[src/rtl/pwm_shadow_pkg.sv]
package pwm_shadow_pkg;
  localparam int ADDR_W = 2;
  localparam logic [ADDR_W-1:0] ADDR_CTRL   = 2'd0;
  localparam logic [ADDR_W-1:0] ADDR_PERIOD = 2'd1;
  localparam logic [ADDR_W-1:0] ADDR_DUTY   = 2'd2;
  localparam logic [ADDR_W-1:0] ADDR_PRESC  = 2'd3;
  localparam int CTRL_RUN_BIT  = 0;
  localparam int CTRL_PEND_BIT = 1;
endpackage

[src/rtl/pwm_regfile.sv]
module pwm_regfile
  import pwm_shadow_pkg::*;
#(
  parameter int CNT_W = 16,
  parameter int PRE_W = 2
) (
  input  logic              clk,
  input  logic              rst_n,
  input  logic              wr_en_i,
  input  logic [ADDR_W-1:0] wr_addr_i,
  input  logic [CNT_W-1:0]  wr_data_i,
  input  logic [ADDR_W-1:0] rd_addr_i,
  output logic [CNT_W-1:0]  rd_data_o,
  input  logic              running_i,
  input  logic              xfer_i,
  output logic [CNT_W-1:0]  shd_period_o,
  output logic [CNT_W-1:0]  shd_duty_o,
  output logic [PRE_W-1:0]  shd_presc_o,
  output logic              req_en_o,
  output logic              start_o,
  output logic              pending_o
);
  logic [CNT_W-1:0] period_q, period_d;
  logic [CNT_W-1:0] duty_q, duty_d;
  logic [PRE_W-1:0] presc_q, presc_d;
  logic             pend_q, pend_d;
  logic             req_q, req_d;
  logic             ctrl_wr;

  assign ctrl_wr = wr_en_i && (wr_addr_i == ADDR_CTRL);

  // Start from idle only when a usable period sits in the shadow
  assign start_o = ctrl_wr && wr_data_i[CTRL_RUN_BIT] && !running_i
                   && (period_q != '0);

  always_comb begin
    period_d = period_q;
    duty_d   = duty_q;
    presc_d  = presc_q;
    pend_d   = pend_q;
    req_d    = req_q;
    if (wr_en_i && (wr_addr_i == ADDR_PERIOD) && (wr_data_i != '0))
      period_d = wr_data_i;
    if (wr_en_i && (wr_addr_i == ADDR_DUTY))
      duty_d = wr_data_i;
    if (wr_en_i && (wr_addr_i == ADDR_PRESC))
      presc_d = wr_data_i[PRE_W-1:0];
    if (ctrl_wr && running_i) begin
      pend_d = 1'b1;
      req_d  = wr_data_i[CTRL_RUN_BIT];
    end else if (xfer_i) begin
      pend_d = 1'b0;
    end
  end

  always_ff @(posedge clk or negedge rst_n) begin
    if (!rst_n) begin
      period_q <= '0;
      duty_q   <= '0;
      presc_q  <= '0;
      pend_q   <= 1'b0;
      req_q    <= 1'b0;
    end else begin
      period_q <= period_d;
      duty_q   <= duty_d;
      presc_q  <= presc_d;
      pend_q   <= pend_d;
      req_q    <= req_d;
    end
  end

  always_comb begin
    rd_data_o = '0;
    unique case (rd_addr_i)
      ADDR_CTRL: begin
        rd_data_o[CTRL_RUN_BIT]  = running_i;
        rd_data_o[CTRL_PEND_BIT] = pend_q;
      end
      ADDR_PERIOD: rd_data_o = period_q;
      ADDR_DUTY:   rd_data_o = duty_q;
      default:     rd_data_o[PRE_W-1:0] = presc_q;
    endcase
  end

  assign shd_period_o = period_q;
  assign shd_duty_o   = duty_q;
  assign shd_presc_o  = presc_q;
  assign req_en_o     = req_q;
  assign pending_o    = pend_q;
endmodule

[src/rtl/pwm_prescaler.sv]
module pwm_prescaler #(
  parameter int PRE_W = 2,
  localparam int DIV_W = (1 << PRE_W) - 1
) (
  input  logic             clk,
  input  logic             rst_n,
  input  logic             tick_i,
  input  logic             run_i,
  input  logic             clr_i,
  input  logic [PRE_W-1:0] code_i,
  output logic             strobe_o
);
  logic [DIV_W-1:0] div_q, div_d;
  logic [DIV_W-1:0] lim;
  logic             adv;

  // Terminal count 2^code - 1, computed as a mask of low ones
  assign lim      = ~({DIV_W{1'b1}} << code_i);
  assign adv      = run_i && tick_i;
  assign strobe_o = adv && (div_q == lim);

  always_comb begin
    div_d = div_q;
    if (clr_i)
      div_d = '0;
    else if (adv)
      div_d = (div_q == lim) ? '0 : div_q + 1'b1;
  end

  always_ff @(posedge clk or negedge rst_n) begin
    if (!rst_n) div_q <= '0;
    else        div_q <= div_d;
  end
endmodule

[src/rtl/pwm_core.sv]
module pwm_core #(
  parameter int CNT_W = 16,
  parameter int PRE_W = 2
) (
  input  logic             clk,
  input  logic             rst_n,
  input  logic             tick_i,
  input  logic             start_i,
  input  logic             pending_i,
  input  logic             req_en_i,
  input  logic [CNT_W-1:0] shd_period_i,
  input  logic [CNT_W-1:0] shd_duty_i,
  input  logic [PRE_W-1:0] shd_presc_i,
  output logic             running_o,
  output logic             xfer_o,
  output logic             strobe_o,
  output logic [CNT_W-1:0] cnt_o,
  output logic [CNT_W-1:0] act_period_o,
  output logic [CNT_W-1:0] act_duty_o,
  output logic             pwm_o
);
  localparam logic [CNT_W-1:0] ONE = {{(CNT_W-1){1'b0}}, 1'b1};

  logic [CNT_W-1:0] cnt_q, cnt_d;
  logic [CNT_W-1:0] per_q, per_d;
  logic [CNT_W-1:0] duty_q, duty_d;
  logic [PRE_W-1:0] pre_q, pre_d;
  logic             run_q, run_d;
  logic             strobe, last, period_end, xfer, load;

  pwm_prescaler #(.PRE_W(PRE_W)) u_presc (
    .clk     (clk),
    .rst_n   (rst_n),
    .tick_i  (tick_i),
    .run_i   (run_q),
    .clr_i   (load),
    .code_i  (pre_q),
    .strobe_o(strobe)
  );

  assign last       = (cnt_q == per_q - ONE);
  assign period_end = strobe && last;
  assign xfer       = period_end && pending_i;
  assign load       = start_i || (xfer && req_en_i);

  always_comb begin
    cnt_d  = cnt_q;
    per_d  = per_q;
    duty_d = duty_q;
    pre_d  = pre_q;
    run_d  = run_q;
    if (load) begin
      per_d  = shd_period_i;
      duty_d = shd_duty_i;
      pre_d  = shd_presc_i;
      cnt_d  = '0;
      run_d  = 1'b1;
    end else if (xfer) begin
      cnt_d = '0;
      run_d = 1'b0;
    end else if (strobe) begin
      cnt_d = last ? '0 : cnt_q + ONE;
    end
  end

  always_ff @(posedge clk or negedge rst_n) begin
    if (!rst_n) begin
      cnt_q  <= '0;
      per_q  <= '0;
      duty_q <= '0;
      pre_q  <= '0;
      run_q  <= 1'b0;
    end else begin
      cnt_q  <= cnt_d;
      per_q  <= per_d;
      duty_q <= duty_d;
      pre_q  <= pre_d;
      run_q  <= run_d;
    end
  end

  assign pwm_o        = run_q && (cnt_q < duty_q);
  assign running_o    = run_q;
  assign xfer_o       = xfer;
  assign strobe_o     = strobe;
  assign cnt_o        = cnt_q;
  assign act_period_o = per_q;
  assign act_duty_o   = duty_q;
endmodule

[src/rtl/pwm_shadow_gen.sv]
module pwm_shadow_gen
  import pwm_shadow_pkg::*;
#(
  parameter int CNT_W = 16,
  parameter int PRE_W = 2
) (
  input  logic              clk,
  input  logic              rst_n,
  input  logic              tick_i,
  input  logic              wr_en_i,
  input  logic [ADDR_W-1:0] wr_addr_i,
  input  logic [CNT_W-1:0]  wr_data_i,
  input  logic [ADDR_W-1:0] rd_addr_i,
  output logic [CNT_W-1:0]  rd_data_o,
  output logic              pwm_o
);
  logic [1:0]       rst_sync_q;
  logic             rst_int_n;
  logic             running, pending, strobe, xfer, req_en, start;
  logic [CNT_W-1:0] cnt, act_period, act_duty;
  logic [CNT_W-1:0] shd_period, shd_duty;
  logic [PRE_W-1:0] shd_presc;

  // Assert asynchronously, release on a clock edge
  always_ff @(posedge clk or negedge rst_n) begin
    if (!rst_n) rst_sync_q <= 2'b00;
    else        rst_sync_q <= {rst_sync_q[0], 1'b1};
  end
  assign rst_int_n = rst_sync_q[1];

  pwm_regfile #(.CNT_W(CNT_W), .PRE_W(PRE_W)) u_regs (
    .clk         (clk),
    .rst_n       (rst_int_n),
    .wr_en_i     (wr_en_i),
    .wr_addr_i   (wr_addr_i),
    .wr_data_i   (wr_data_i),
    .rd_addr_i   (rd_addr_i),
    .rd_data_o   (rd_data_o),
    .running_i   (running),
    .xfer_i      (xfer),
    .shd_period_o(shd_period),
    .shd_duty_o  (shd_duty),
    .shd_presc_o (shd_presc),
    .req_en_o    (req_en),
    .start_o     (start),
    .pending_o   (pending)
  );

  pwm_core #(.CNT_W(CNT_W), .PRE_W(PRE_W)) u_core (
    .clk         (clk),
    .rst_n       (rst_int_n),
    .tick_i      (tick_i),
    .start_i     (start),
    .pending_i   (pending),
    .req_en_i    (req_en),
    .shd_period_i(shd_period),
    .shd_duty_i  (shd_duty),
    .shd_presc_i (shd_presc),
    .running_o   (running),
    .xfer_o      (xfer),
    .strobe_o    (strobe),
    .cnt_o       (cnt),
    .act_period_o(act_period),
    .act_duty_o  (act_duty),
    .pwm_o       (pwm_o)
  );
endmodule

[config.mk]
export PLATFORM = sky130hd
export DESIGN_NAME = pwm_shadow_gen
export DESIGN_NICKNAME = d
export VERILOG_FILES = /design/src/rtl/pwm_shadow_pkg.sv /design/src/rtl/pwm_regfile.sv /design/src/rtl/pwm_prescaler.sv /design/src/rtl/pwm_core.sv /design/src/rtl/pwm_shadow_gen.sv
export SDC_FILE = /design/constraint.sdc
export NUM_CORES = 1
export LEC_CHECK = 0
export BUFFER_PORTS_ARGS = -buffer_cell sky130_fd_sc_hd__buf_2
export CORE_MARGIN = 3
export CORE_UTILIZATION = 65
export CTS_CLUSTER_SIZE = 20
export DETAILED_ROUTE_END_ITERATION = 7
export PLACE_DENSITY = 0.85
export SYNTH_ARGS = -nofsm -noshare
export SYNTH_HDL_FRONTEND = slang
export SYNTH_SLANG_ARGS = --single-unit
export TNS_END_PERCENT = 30
[constraint.sdc]
create_clock -name clk -period 5.3 [get_ports clk]
set_input_delay 0.265 -clock clk [delete_from_list [all_inputs] [get_ports clk]]
set_output_delay 0.265 -clock clk [all_outputs]
set_load 0.005 [all_outputs]
# Word-level counts from Yosys, hierarchy flattened
# Index checks and enable logic that the tools add are counted.
[totals]
ram_bits = 0
latch_bits = 0
in_bits = 24
output_inout_bits = 17
mem_count = 0
romBits = 0
regBits = 92
elab_cells = 62
[op_classes]
bitwise_logic = 1
mux = 12
order_cmp = 1
mul = 0
eq_ne = 7
shift = 1
add_sub_neg = 3
reduce_logical = 25
div_mod_pow = 0
[ops]
columns = ["op", "count"]
rows = [
  ["2-to-1 mux 16 bit", 4],
  ["nonzero test 16 bit", 2],
  ["case mux 14 bit (2 select lines)", 1],
  ["adder 16 x 1 -> 16 bit, second input constant", 1],
  ["== test 16 bit", 1],
  ["less-than comparator 16 bit", 1],
  ["subtractor 16 x 1 -> 16 bit, second input constant", 1],
  ["logical AND 1 bit", 15],
  ["2-to-1 mux 3 bit", 3],
  ["== test 2 bit, second input constant", 3],
  ["case mux 2 bit (3 select lines)", 1],
  ["nonzero test 2 bit", 3],
  ["== test 2 x 1 -> 1 bit, second input constant", 2],
  ["logical NOT 2 bit", 2],
  ["adder 3 x 1 -> 3 bit, second input constant", 1],
  ["== test 3 bit", 1],
  ["2-to-1 mux 1 bit", 3],
  ["inverter 3 bit", 1],
  ["nonzero test 3 bit", 1],
  ["left shift 3 x 2 -> 3 bit, first input constant", 1],
  ["logical NOT 1 bit", 1],
  ["logical OR 1 bit", 1],
]

# Longest topological paths before layout
[depth]
ltp_word = 9
depth_mapped = 10
ltp_nobuf = 9

# Cells and area by module
# Synthesis repeated with hierarchy kept, for this count alone.
[unflattened]
cells_unflattened = 479
hier_area_um2 = 5482.8
[modules_own_cells]
columns = ["module", "cells_each", "area_each_um2", "instances"]
rows = [
  ["pwm_core", 317, 3413.3, 1],
  ["pwm_regfile", 136, 1804.2, 1],
  ["pwm_prescaler", 23, 211.5, 1],
  ["pwm_shadow_gen", 3, 53.8, 1],
]

# Worst setup path after synthesis
# Ideal clock, no wire load.
[synth_path]
path_kind = "register -> register"
start = "reg u_core.per_q[4] (netlist: u_core.act_period_o[4])"
end = "reg u_core.per_q[10] (netlist: u_core.act_period_o[10])"
setup_slack_ps = 2156
stages_incl_launch_ff = 10
t_arrival_ps = 3019
required_ps = 5175
path_buffers = 3
period_less_slack_ps = 3144
cell_sequence = "dfrtp_1 -> buf_2 -> or4_1 -> clkbuf_2 -> or3_1 -> o311ai_1 -> nand3_1 -> o31ai_4 -> buf_6 -> mux2_2"
[synth_via]
elab_chain_cells = 6
[synth_lines]
columns = ["item", "line_no", "rtl"]
rows = [
  ["start, declared", "pwm_core.sv:25", "logic [CNT_W-1:0] per_q, per_d;"],
  ["start signal, assigned", "pwm_core.sv:75", "per_q <= per_d;"],
  ["subtractor 16 x 1 -> 16 bit", "pwm_core.sv:41", "assign last = (cnt_q == per_q - ONE);"],
  ["== test 16 bit", "pwm_core.sv:41", ""],
  ["logical AND 1 bit", "pwm_core.sv:42", "assign period_end = strobe && last;"],
  ["logical AND 1 bit", "pwm_core.sv:43", "assign xfer = period_end && pending_i;"],
  ["logical AND 1 bit", "pwm_core.sv:44", "assign load = start_i || (xfer && req_en_i);"],
  ["logical OR 1 bit", "pwm_core.sv:44", ""],
]
# No other way between the ends.
# A chain may end at the register's enable or synchronous reset.

# Worst setup path after layout
[layout_path]
start = "reg u_core.per_q[0] (netlist: u_core.act_period_o[0])"
end = "reg u_core.per_q[5] (netlist: u_core.act_period_o[5])"
# The elaborated chain is that of the path after synthesis.

==> flow_summary.yaml <==
timing:
  slew_headroom_pct: 25.13
  skew_ps: 18.59
  fin_crit_ps: 3616
  max_slew.worst_pin.slew_ps: 1123
  final_max_slew_viol_count: 0
  finalCritPeriodShare_pct: 68.23
  fmax_ghz: 0.2765
  hold_viol_final: 0
  setup_viol: 0
  setup_tns_ps: 0
  rsz0062_at_grt: "false"
routing:
  wl_met2_um: 6115
  ant_nets: 0
  wire_per_inst_um: 19.57
  drt_iter0_markers: 299
  drt-total-wl_um: 12230
  dr_wl_met3_um: 773
  vias: 4077
  firstDrtPassIters: 5
  m1WireLength_um: 5092
  drc: 0
  vias_per_cell: 6.523
  maxUsedRoutingLayer: "met4"
floorplanning:
  rows: 32
  dieArea_um2: 9136
  io_pins: 41
  initial_utilization_pct: 67.16
  die_w_um: 95.58
  die_height_um: 95.58
  core_um2: 7767
power:
  leakage_nw: 2.501
  combPwrFrac_pct: 31.9
  switching_share_pct: 36.90
  power.total_mw: 2.490
  p_sw_mw: 0.9191
  cellInternalPower_mw: 1.571
  power_density_nw_per_um2: 438.3
  clkPwrFrac_pct: 21.4
  seqPwrFrac_pct: 46.6
  vdd_drop_max_uv: 293.4
worst_setup_path:
  cp-start-kind: "register"
  critPathKind: "register to register"
  worstPathRequired_ps: 5560
  cp_max_fo: 36
  regToRegSetupSlack_ps: 1680
  cp-end-kind: "register"
  cp.arrival_ps: 3870
synth:
  yosys.area.top_type_share_pct: 44.14
  async_reset_ff_share_pct: 100.0
  yosysWarnings: 0
  seq_area_frac_synth_pct: 44.14
  ys_top_cells_by_area: "dfrtp_1 44%, mux2_2 9.7%, mux2_1 5.4%, ha_1 5.3%, a22oi_1 2.4%"
  synth_compound_gate_area_share_pct: 10.84
  syn_area_um2: 5216
  yosys.area_share.simple_pct: 15.71
  synth_edf_count: 0
  synth_top_family_by_area: "multiplexers"
  synthesis.nets: 532
  ys_ff_latch: 92
  synthCells: 486
  synth.largest_area_cell: "dfrtp_1"
  synth-adder-area-share_pct: 5.277
  postSynthAreaPerCell_um2: 10.73
  yosys-top-cells-count: "92 x dfrtp_1, 45 x mux2_2, 30 x inv_1"
  ys.flop_type: "dfrtp_1"
  synth_most_common_cell: "dfrtp_1"
  synth_mux_area_share_pct: 16.26
  ys_types: 59
  synthXorXnorAreaFrac_pct: 3.526
clock_tree:
  cts_tree: "built"
  cts-root-buf: "clkbuf_8"
  post_cts_resize_count: 0
  clock_latency_ps: 380
  clock-sinks: 92
  clock_tree.buffer_depth: 2
  clkTransAtPathRegs_ps: 100
  numCtsBuffers: 9
  htree_levels: 3
min_path:
  hp-class: "primary input to register"
place:
  numPortBuffers: 40
  placed_area_um2: 5450
  post-dp-hpwl_um: 8660
  routabilityCongestion: 0.9156
final_layout:
  stdcell_area_um2: 5682
  nets: 564
  synthToLayoutAreaGrowth_pct: 8.923
  drive_gt1_share_pct: 20.84
  antennaDiodeCount: 0
global_routing:
  grt_pass1_vias: 4041
  grt_overflow: 0
  grt_use_total_pct: 29.00
  antenna_found_initial: 0
  grt_max_degree: 91
  grt_pass1_wl_um: 20230
run_status:
  outcome: "complete, no violations"
job:
  cap_violations: 0
layout make-up:
type / count / area (µm²)
clock inverter: 6 / 93.84
sequential: 92 / 2306
fill: 530 / 2086
inverter: 30 / 112.6
multi-input combinational: 343 / 2696
tap: 102 / 127.6
clock buffer: 10 / 127.6
timing repair buffer: 42 / 217.7
cell usage in the layout, fill, tap and decap left out, types with 2 or more instances in the layout:
cell type	Yosys	final
a22oi_1	17	17
mux2_2	45	45
o31ai_1	3	3
nor2_1	19	19
mux2_1	25	25
or4_1	4	4
nand4_1	14	14
nand4b_1	3	3
clkbuf_8	0	9
or2_2	3	3
buf_2	2	40
nand2b_1	4	4
and3_1	7	7
dfrtp_1	92	91
nor3_1	9	9
xnor2_1	10	10
o2111ai_1	2	2
nand2_1	22	22
nor4_1	15	15
nand3_1	17	17
or3_1	4	4
mux2i_1	6	6
xor2_1	11	11
a21oi_1	9	9
o21ai_0	11	11
inv_1	30	30
a222oi_1	2	2
nor2b_1	16	16
o22ai_1	4	4
inv_6	0	3
ha_1	22	22
a32o_1	2	2
bufinv_16	0	2
a31oi_1	6	6
a21o_1	5	5
o31a_1	2	2
nor3b_1	2	2
path summary, 6_finish.rpt:
path | start | to | cells past startpoint
worst min register to register | rst_sync_q[0]$_DFF_PN0_ | rst_sync_q[1]$_DFF_PN0_ | 0
max in group asynchronous | rst_sync_q[1]$_DFF_PN0_ | u_core.act_period_o[15]$_DFFE_PN0P_ | 0
min in group asynchronous | rst_n | rst_sync_q[1]$_DFF_PN0_ | 2
worst min-delay path | wr_data_i[9] | u_regs.shd_duty_o[9]$_DFFE_PN0P_ | 2
worst max register to register | u_core.act_period_o[0]$_DFFE_PN0P_ | u_core.act_period_o[5]$_DFFE_PN0P_ | 10
worst max-delay path | u_core.act_period_o[0]$_DFFE_PN0P_ | u_core.act_period_o[5]$_DFFE_PN0P_ | 10
per-stage QoR:
| stage | worst slack (ps) | cells | hold WS, ps | utilization [%] |
|---|---|---|---|---|
| global route | 1343 | 625 | 138.6 | 73.15 |
| global placement | 1856 | 608 | 49.72 | 70.17 |
| floorplan | 2156 | 486 | -30.59 | - |
| finish | 1684 | 625 | 143.7 | 73.15 |
| detailed placement | 1762 | 608 | 53.57 | 70.17 |
| CTS | 1685 | 625 | 140.6 | 73.15 |
per-layer routing:
layer  vias to the layer above  GRT usage (%)
met4                         0          9.123
met2                       145          48.70
met5                         -              0
met3                        23          6.709
li1                       1867              -
met1                      2042          37.13
critical path, stage by stage, from the launching register on:
cell and delay, ps:
dfrtp_1 450, inv_1 80, ha_1 240, nor3b_1 640
and3_1 270, o22ai_1 90, a2111oi_2 430, nand3_1 190
o31ai_4 230, buf_4 470, mux2_2 400
flip-flops by register name (all words and copies together) (netlist names), 2 cells and up:
signal                count
rst_sync_q                2
u_regs.shd_period_o      16
u_core.act_period_o      16
u_regs.shd_presc_o        2
u_regs.shd_duty_o        16
u_core.cnt_o             16
u_core.u_presc.div_q      3
u_core.act_duty_o        16
u_core.pre_q              2
kinds of logic after synthesis:
| family | after synthesis |
|---|---|
| AOI/OAI and AO/OA | 77 |
| DFF | 92 |
| muxes | 76 |
| other | 1 |
| and+or+nand+nor | 146 |
| adders and majority gates | 22 |
| buffers and inverters | 51 |
| xor gates and xnor gates | 21 |
power groups by stage:
stage                     clock network, mW  logic (mW)  registers [mW]
after floorplan                           0       0.651            1.06
after CTS                             0.538       0.790            1.16
after global placement                    0       0.731            1.15
final                                 0.534       0.795            1.16
after global routing                  0.569       0.892            1.20
after detailed placement                  0       0.775            1.17
what timing repair did:
item | CTS | global route
hold buffers | 1 | 0
endpoints found under the hold margin | 2 | 0
setup buffers | 0 | 0
No activity file was read; power rests on OpenSTA's default activity.
